[src/rtl/hb_pkg.sv]
package hb_pkg;

    typedef enum logic [2:0] {
        PH_IDLE,
        PH_DRIVE,
        PH_FAST_REV,
        PH_FAST_OFF,
        PH_SLOW
    } phase_t;

    typedef struct packed {
        logic ah;
        logic al;
        logic bh;
        logic bl;
    } gates_t;

    localparam logic [1:0] CODE_OFF = 2'b11;

endpackage

[src/rtl/hb_scale.sv]
module hb_scale #(
    parameter int IW = 10
) (
    input  logic [1:0]    code,
    input  logic [IW-1:0] full_scale,
    output logic [IW-1:0] thresh
);
    localparam int PW = IW + 9;

    logic [8:0]    factor;
    logic [PW-1:0] prod;

    always_comb begin
        unique case (code)
            2'b00: factor = 9'd256;
            2'b01: factor = 9'd182;
            2'b10: factor = 9'd97;
            2'b11: factor = 9'd0;
        endcase
    end

    assign prod   = {9'b0, full_scale} * {{IW{1'b0}}, factor};
    assign thresh = prod[IW+7:8];

endmodule

[src/rtl/hb_phase_fsm.sv]
module hb_phase_fsm
    import hb_pkg::*;
#(
    parameter int IW      = 10,
    parameter int OFF_W   = 8,
    parameter int BLANK_W = 6
) (
    input  logic               clk,
    input  logic               rst_n,
    input  logic               run,
    input  logic               dir,
    input  logic               fast_sel,
    input  logic [IW-1:0]      i_sense,
    input  logic [IW-1:0]      thresh,
    input  logic [IW-1:0]      zero_level,
    input  logic [OFF_W-1:0]   off_time,
    input  logic [BLANK_W-1:0] blank_cycles,
    output gates_t             want
);
    localparam logic [OFF_W-1:0]   OFF_ONE   = 1;
    localparam logic [BLANK_W-1:0] BLANK_ONE = 1;

    phase_t             st, nxt;
    logic [BLANK_W-1:0] blank_cnt;
    logic [OFF_W-1:0]   off_cnt;
    logic               dir_q;
    logic               in_decay;
    logic               crossing;

    assign in_decay = (st == PH_FAST_REV) || (st == PH_FAST_OFF) || (st == PH_SLOW);
    assign crossing = (blank_cnt == '0) && (i_sense >= thresh);

    // next-state selection
    always_comb begin
        nxt = st;
        if (!run) begin
            nxt = PH_IDLE;
        end else begin
            unique case (st)
                PH_IDLE:     nxt = PH_DRIVE;
                PH_DRIVE:    if (crossing) nxt = fast_sel ? PH_FAST_REV : PH_SLOW;
                PH_FAST_REV: begin
                    if (off_cnt == '0)              nxt = PH_DRIVE;
                    else if (i_sense <= zero_level) nxt = PH_FAST_OFF;
                end
                PH_FAST_OFF: if (off_cnt == '0) nxt = PH_DRIVE;
                PH_SLOW:     if (off_cnt == '0) nxt = PH_DRIVE;
            endcase
        end
    end

    // state register and phase counters
    always_ff @(posedge clk) begin
        if (!rst_n) begin
            st        <= PH_IDLE;
            blank_cnt <= '0;
            off_cnt   <= '0;
            dir_q     <= 1'b0;
        end else begin
            st <= nxt;
            if (st == PH_DRIVE) dir_q <= dir;
            if (nxt == PH_DRIVE && st != PH_DRIVE)
                blank_cnt <= blank_cycles;
            else if (st == PH_DRIVE && blank_cnt != '0)
                blank_cnt <= blank_cnt - BLANK_ONE;
            if (st == PH_DRIVE && nxt != PH_DRIVE && nxt != PH_IDLE)
                off_cnt <= off_time;
            else if (in_decay && off_cnt != '0)
                off_cnt <= off_cnt - OFF_ONE;
        end
    end

    // requested switch pattern per phase
    always_comb begin
        want = '0;
        unique case (st)
            PH_IDLE, PH_FAST_OFF: want = '0;
            PH_DRIVE: begin
                if (dir) begin want.ah = 1'b1; want.bl = 1'b1; end
                else     begin want.bh = 1'b1; want.al = 1'b1; end
            end
            PH_FAST_REV: begin
                if (dir_q) begin want.bh = 1'b1; want.al = 1'b1; end
                else       begin want.ah = 1'b1; want.bl = 1'b1; end
            end
            PH_SLOW: begin
                want.al = 1'b1;
                want.bl = 1'b1;
            end
        endcase
    end

endmodule

[src/rtl/hb_deadtime.sv]
module hb_deadtime
    import hb_pkg::*;
#(
    parameter int DT_W = 4
) (
    input  logic            clk,
    input  logic            rst_n,
    input  gates_t          want,
    input  logic [DT_W-1:0] dead_cycles,
    output gates_t          gates
);
    localparam logic [DT_W-1:0] DT_ONE = 1;

    logic [DT_W-1:0] dt;
    logic            seen_a, hi_a, seen_b, hi_b;
    logic            on_clash, hist_clash, turning_off;

    assign on_clash = (gates.ah & want.al) | (gates.al & want.ah) |
                      (gates.bh & want.bl) | (gates.bl & want.bh);
    assign hist_clash = (seen_a & ((want.ah & ~hi_a) | (want.al & hi_a))) |
                        (seen_b & ((want.bh & ~hi_b) | (want.bl & hi_b)));
    assign turning_off = |(gates & ~want);

    always_ff @(posedge clk) begin
        if (!rst_n) begin
            gates  <= '0;
            dt     <= '0;
            seen_a <= 1'b0;
            hi_a   <= 1'b0;
            seen_b <= 1'b0;
            hi_b   <= 1'b0;
        end else if (on_clash) begin
            gates <= '0;
            dt    <= dead_cycles;
        end else if (hist_clash && dt != '0) begin
            gates <= '0;
            dt    <= dt - DT_ONE;
        end else begin
            gates <= want;
            if (turning_off)    dt <= dead_cycles;
            else if (dt != '0)  dt <= dt - DT_ONE;
            if (want.ah)      begin seen_a <= 1'b1; hi_a <= 1'b1; end
            else if (want.al) begin seen_a <= 1'b1; hi_a <= 1'b0; end
            if (want.bh)      begin seen_b <= 1'b1; hi_b <= 1'b1; end
            else if (want.bl) begin seen_b <= 1'b1; hi_b <= 1'b0; end
        end
    end

endmodule

[src/rtl/hbridge_chopper.sv]
module hbridge_chopper
    import hb_pkg::*;
#(
    parameter int IW      = 10,
    parameter int OFF_W   = 8,
    parameter int DT_W    = 4,
    parameter int BLANK_W = 6
) (
    input  logic               clk,
    input  logic               rst_n,
    input  logic               enable,
    input  logic               dir,
    input  logic               fast_decay,
    input  logic [1:0]         scale_code,
    input  logic [IW-1:0]      i_sense,
    input  logic [IW-1:0]      full_scale,
    input  logic [IW-1:0]      zero_level,
    input  logic [OFF_W-1:0]   off_time,
    input  logic [BLANK_W-1:0] blank_cycles,
    input  logic [DT_W-1:0]    dead_cycles,
    output logic [IW-1:0]      thresh_out,
    output logic               gate_ah,
    output logic               gate_al,
    output logic               gate_bh,
    output logic               gate_bl
);
    logic   run;
    gates_t want;
    gates_t held;

    assign run = enable && (scale_code != CODE_OFF);

    hb_scale #(.IW(IW)) u_scale (
        .code       (scale_code),
        .full_scale (full_scale),
        .thresh     (thresh_out)
    );

    hb_phase_fsm #(.IW(IW), .OFF_W(OFF_W), .BLANK_W(BLANK_W)) u_fsm (
        .clk          (clk),
        .rst_n        (rst_n),
        .run          (run),
        .dir          (dir),
        .fast_sel     (fast_decay),
        .i_sense      (i_sense),
        .thresh       (thresh_out),
        .zero_level   (zero_level),
        .off_time     (off_time),
        .blank_cycles (blank_cycles),
        .want         (want)
    );

    hb_deadtime #(.DT_W(DT_W)) u_dead (
        .clk         (clk),
        .rst_n       (rst_n),
        .want        (want),
        .dead_cycles (dead_cycles),
        .gates       (held)
    );

    assign gate_ah = held.ah & run;
    assign gate_al = held.al & run;
    assign gate_bh = held.bh & run;
    assign gate_bl = held.bl & run;

endmodule

[config.mk]
export PLATFORM = sky130hd
export DESIGN_NAME = hbridge_chopper
export DESIGN_NICKNAME = d
export VERILOG_FILES = /design/src/rtl/hb_pkg.sv /design/src/rtl/hb_scale.sv /design/src/rtl/hb_phase_fsm.sv /design/src/rtl/hb_deadtime.sv /design/src/rtl/hbridge_chopper.sv
export SDC_FILE = /design/constraint.sdc
export NUM_CORES = 1
export LEC_CHECK = 0
export ABC_AREA = 0
export BUFFER_PORTS_ARGS = -buffer_cell sky130_fd_sc_hd__buf_2
export CAP_MARGIN = 5
export CORE_MARGIN = 10
export CORE_UTILIZATION = 60
export CTS_CLUSTER_SIZE = 28
export DETAILED_ROUTE_END_ITERATION = 8
export GPL_TIMING_DRIVEN = 0
export PLACE_DENSITY = 0.83
export SLEW_MARGIN = 40
export SYNTH_ARGS = -nofsm -noshare
export SYNTH_HDL_FRONTEND = slang
export SYNTH_HIERARCHICAL = 1
export SYNTH_SLANG_ARGS = --single-unit
[constraint.sdc]
create_clock -name clk -period 15.66 [get_ports clk]
set_clock_uncertainty 0.05 [all_clocks]
set_input_delay 3.132 -clock clk [delete_from_list [all_inputs] [get_ports clk]]
set_output_delay 3.132 -clock clk [all_outputs]
set_load 0.05 [all_outputs]
==> impl_metrics.py <==
metrics = {
    "finish": {
        "fin_area_um2": 5260,
        "diodes": 0,
        "nets": 768,
        "area_delta_synth_final_pct": 11.9,
        "drive_above_1_share_pct": 18.8,
    },
    "cts": {
        "worstSkewPairLatency_ns": 0.29,
        "cts_made_buffers": 5,
        "cts_sinks": 30,
        "post_cts_buffers": 0,
        "cts_hold_buf": 0,
        "cts_buffer_depth": 2,
        "htreeDepth": 2,
        "path_clk_slew_ns": 0.06,
        "root_buffer": "clkbuf_8",
        "tritoncts": "yes",
        "ctsResizeCount": 0,
    },
    "logic_synthesis": {
        "async_flop_share_pct": 0,
        "ys.warnings.count": 6,
        "synth_xor_area_share_pct": 4.84,
        "muxShareOfSynthArea_pct": 1.22,
        "synthesis.nets": 693,
        "synth_area_leaders": "ha_1 19%, fa_1 17%, dfxtp_1 13%, inv_1 6.7%, and2_1 5.1%",
        "ys.flop_type": "dfxtp_1",
        "synth_common_cells": "84 x inv_1, 71 x ha_1, 41 x fa_1, 38 x and2_1, 30 x dfxtp_1",
        "yosysTopAreaCellShare_pct": 18.9,
        "synthDistinctLibCells": 73,
        "synthSimpleGateAreaFrac_pct": 19.8,
        "syn_area_per_cell_um2": 8.94,
        "synth_top_family_by_area": "adder cells",
        "syn_inst": 526,
        "synth_seq_cells": 30,
        "synthAdderAreaFrac_pct": 36.3,
        "ys_seq_area_share_pct": 12.8,
        "yosysMostFrequentCell": "inv_1",
        "synth_edf_count": 0,
        "syn_area_um2": 4700,
        "synth_compound_area_share_pct": 17.1,
        "yosys.area.top_type": "ha_1",
    },
    "critical_path": {
        "critPathLaunchType": "input port",
        "crit_required_ns": 12.48,
        "max_stage_delay_ns": 0.55,
        "cp_slowest_cell": "fa_1",
        "crit_fanout": 10,
        "crit_type": "input port to output pin",
        "cp-end-kind": "output pin",
        "worstPathCellList": "buf_2 -> inv_1 -> ha_1 -> clkbuf_1 -> and2_1 -> fa_1 -> fa_1 -> fa_1 -> inv_1 -> fa_1 -> inv_1 -> ha_1 -> a21oi_2 -> o21ai_2 -> a221oi_2 -> a21oi_2 -> and4b_1 -> or3_1 -> buf_2",
        "path_common_cell": "fa_1",
        "worstPathArrival_ns": 8.32,
    },
    "floorplanning": {
        "dieArea_um2": 11800,
        "core_area_um2": 7690,
        "num_rows": 32,
        "die_h_um": 109,
        "io_pins": 69,
        "initial_core_util_pct": 61.2,
        "die_w_um": 109,
    },
    "power_and_ir_drop": {
        "p_per_area_nw_per_um2": 97.5,
        "vdd_drop_max_mv": 0.101,
        "leakage_nw": 2.61,
    },
    "placement": {
        "finalWeightedCongestion": 0.896,
        "placed_area_um2": 5170,
        "port_buffers": 68,
        "dp_hpwl_mm": 9.44,
    },
    "grt": {
        "gr-total-overflow": 0,
        "grt_pass1_vias": 4098,
        "grt_max_degree": 11,
        "antenna_found_initial": 0,
        "grt_pass1_wl_mm": 18.9,
        "grt.total_usage_pct": 19.5,
    },
    "drt": {
        "viasPerCell": 5.67,
        "drtIter0Drc": 218,
        "postRouteAntennaNets": 0,
        "first_pass_iters": 5,
        "wl_mm": 11.1,
        "drc": 0,
        "route.detailed.wl_per_inst_um": 15.7,
        "vias": 3989,
    },
    "hold_path": {
        "hold_path.class": "flip-flop to flip-flop",
    },
    "flow_run": {
        "cap_viol_max_count": 0,
    },
    "timing": {
        "worst_slew_pin_slew_ns": 0.543,
        "setup-tns-final_ns": 0,
        "slew_violations": 0,
        "timing.slew.headroom_pct": 63.8,
        "fmax_ghz": 0.0869,
        "final.period_utilization_pct": 73.5,
        "fin_crit_ns": 11.51,
        "rsz0062_at_grt": "no",
        "finalHoldViolations": 0,
        "final-setup-viol-count": 0,
    },
    "status": {
        "status": "complete, no violations",
    },
}
where the power goes:
part	internal (mW)	switching (mW)	total, mW
clock	0.0354	0.0298	0.0653
sequential	0.0838	0.00690	0.0907
combinational	0.127	0.230	0.357
total	0.246	0.267	0.513
layout by cell type, fill, tap and decap left out, drive strengths merged, types with 21 or more instances in the layout:
| cell type | count |
|---|---|
| a211oi | 21 |
| a21oi | 25 |
| and2 | 39 |
| buf | 72 |
| dfxtp | 30 |
| fa | 41 |
| ha | 71 |
| inv | 84 |
| nand2 | 30 |
| xnor2 | 21 |
critical path, delay by kind of cell:
kind | cells | cell delay [ns]
adders and majority gates | 6 | 2.63
and+or+nand+nor | 3 | 0.89
buffers and inverters | 6 | 0.85
AOI/OAI and AO/OA | 4 | 0.80
worst paths after layout:
path	slack, ns	end	depth (start not counted)	start
worst min-delay path	0.43	u_fsm/dir_q$_SDFFE_PN0P_	2	u_fsm/dir_q$_SDFFE_PN0P_
worst max register to register	12.80	u_dead/dt[1]$_SDFFE_PN0P_	8	u_fsm/st[1]$_SDFF_PN0_
worst max-delay path	4.15	thresh_out[8]	19	scale_code[1]
worst min register to register	0.43	u_fsm/dir_q$_SDFFE_PN0P_	2	u_fsm/dir_q$_SDFFE_PN0P_
sequential cells by signal, indices dropped and copies added (netlist names):
| register | flops |
|---|---|
| u_dead/dt | 4 |
| u_dead/gates | 4 |
| u_dead/hi_a | 1 |
| u_dead/hi_b | 1 |
| u_dead/seen_a | 1 |
| u_dead/seen_b | 1 |
| u_fsm/blank_cnt | 6 |
| u_fsm/dir_q | 1 |
| u_fsm/off_cnt | 8 |
| u_fsm/st | 3 |
metrics by stage:
| step | utilization, % | power, mW | std cells | setup WS [ns] | hold slack, ns |
|---|---|---|---|---|---|
| 5_1_grt | 68.5 | 0.559 | 704 | 3.92 | 0.460 |
| 4_1_cts | 68.5 | 0.516 | 704 | 4.19 | 0.425 |
| 6_report | 68.5 | 0.513 | 704 | 4.15 | 0.427 |
| 3_3_place_gp | 67.3 | 0.435 | 696 | 4.27 | 0.403 |
| 2_1_floorplan | - | 0.368 | 526 | 4.53 | 0.395 |
| 3_5_place_dp | 67.3 | 0.448 | 696 | 4.20 | 0.417 |
area by class of cell:
type	count	area (um^2)
well taps	102	128
inverters	84	315
flip-flops and latches	30	601
clock inverters	1	5.00
clock buffers	7	86.3
plain buffers	11	57.6
fillers	619	2420
repair buffers	68	340
multi-input cells	401	3730
cell families after synthesis:
family | after synthesis
fa+ha+maj | 112
flops | 30
xor+xnor | 26
compound gates | 99
buf+inv | 95
mux | 5
simple gates | 159
metal layers:
layer / part of all wire, % / GRT usage (%) / vias up
met5: 0 / 0 / -
met4: 1.9 / 5.18 / 0
met3: 5.1 / 2.74 / 15
met2: 48 / 32.8 / 123
met1: 45 / 25.5 / 1885
li1: - / - / 1966
No activity file was read; power rests on OpenSTA's default activity.
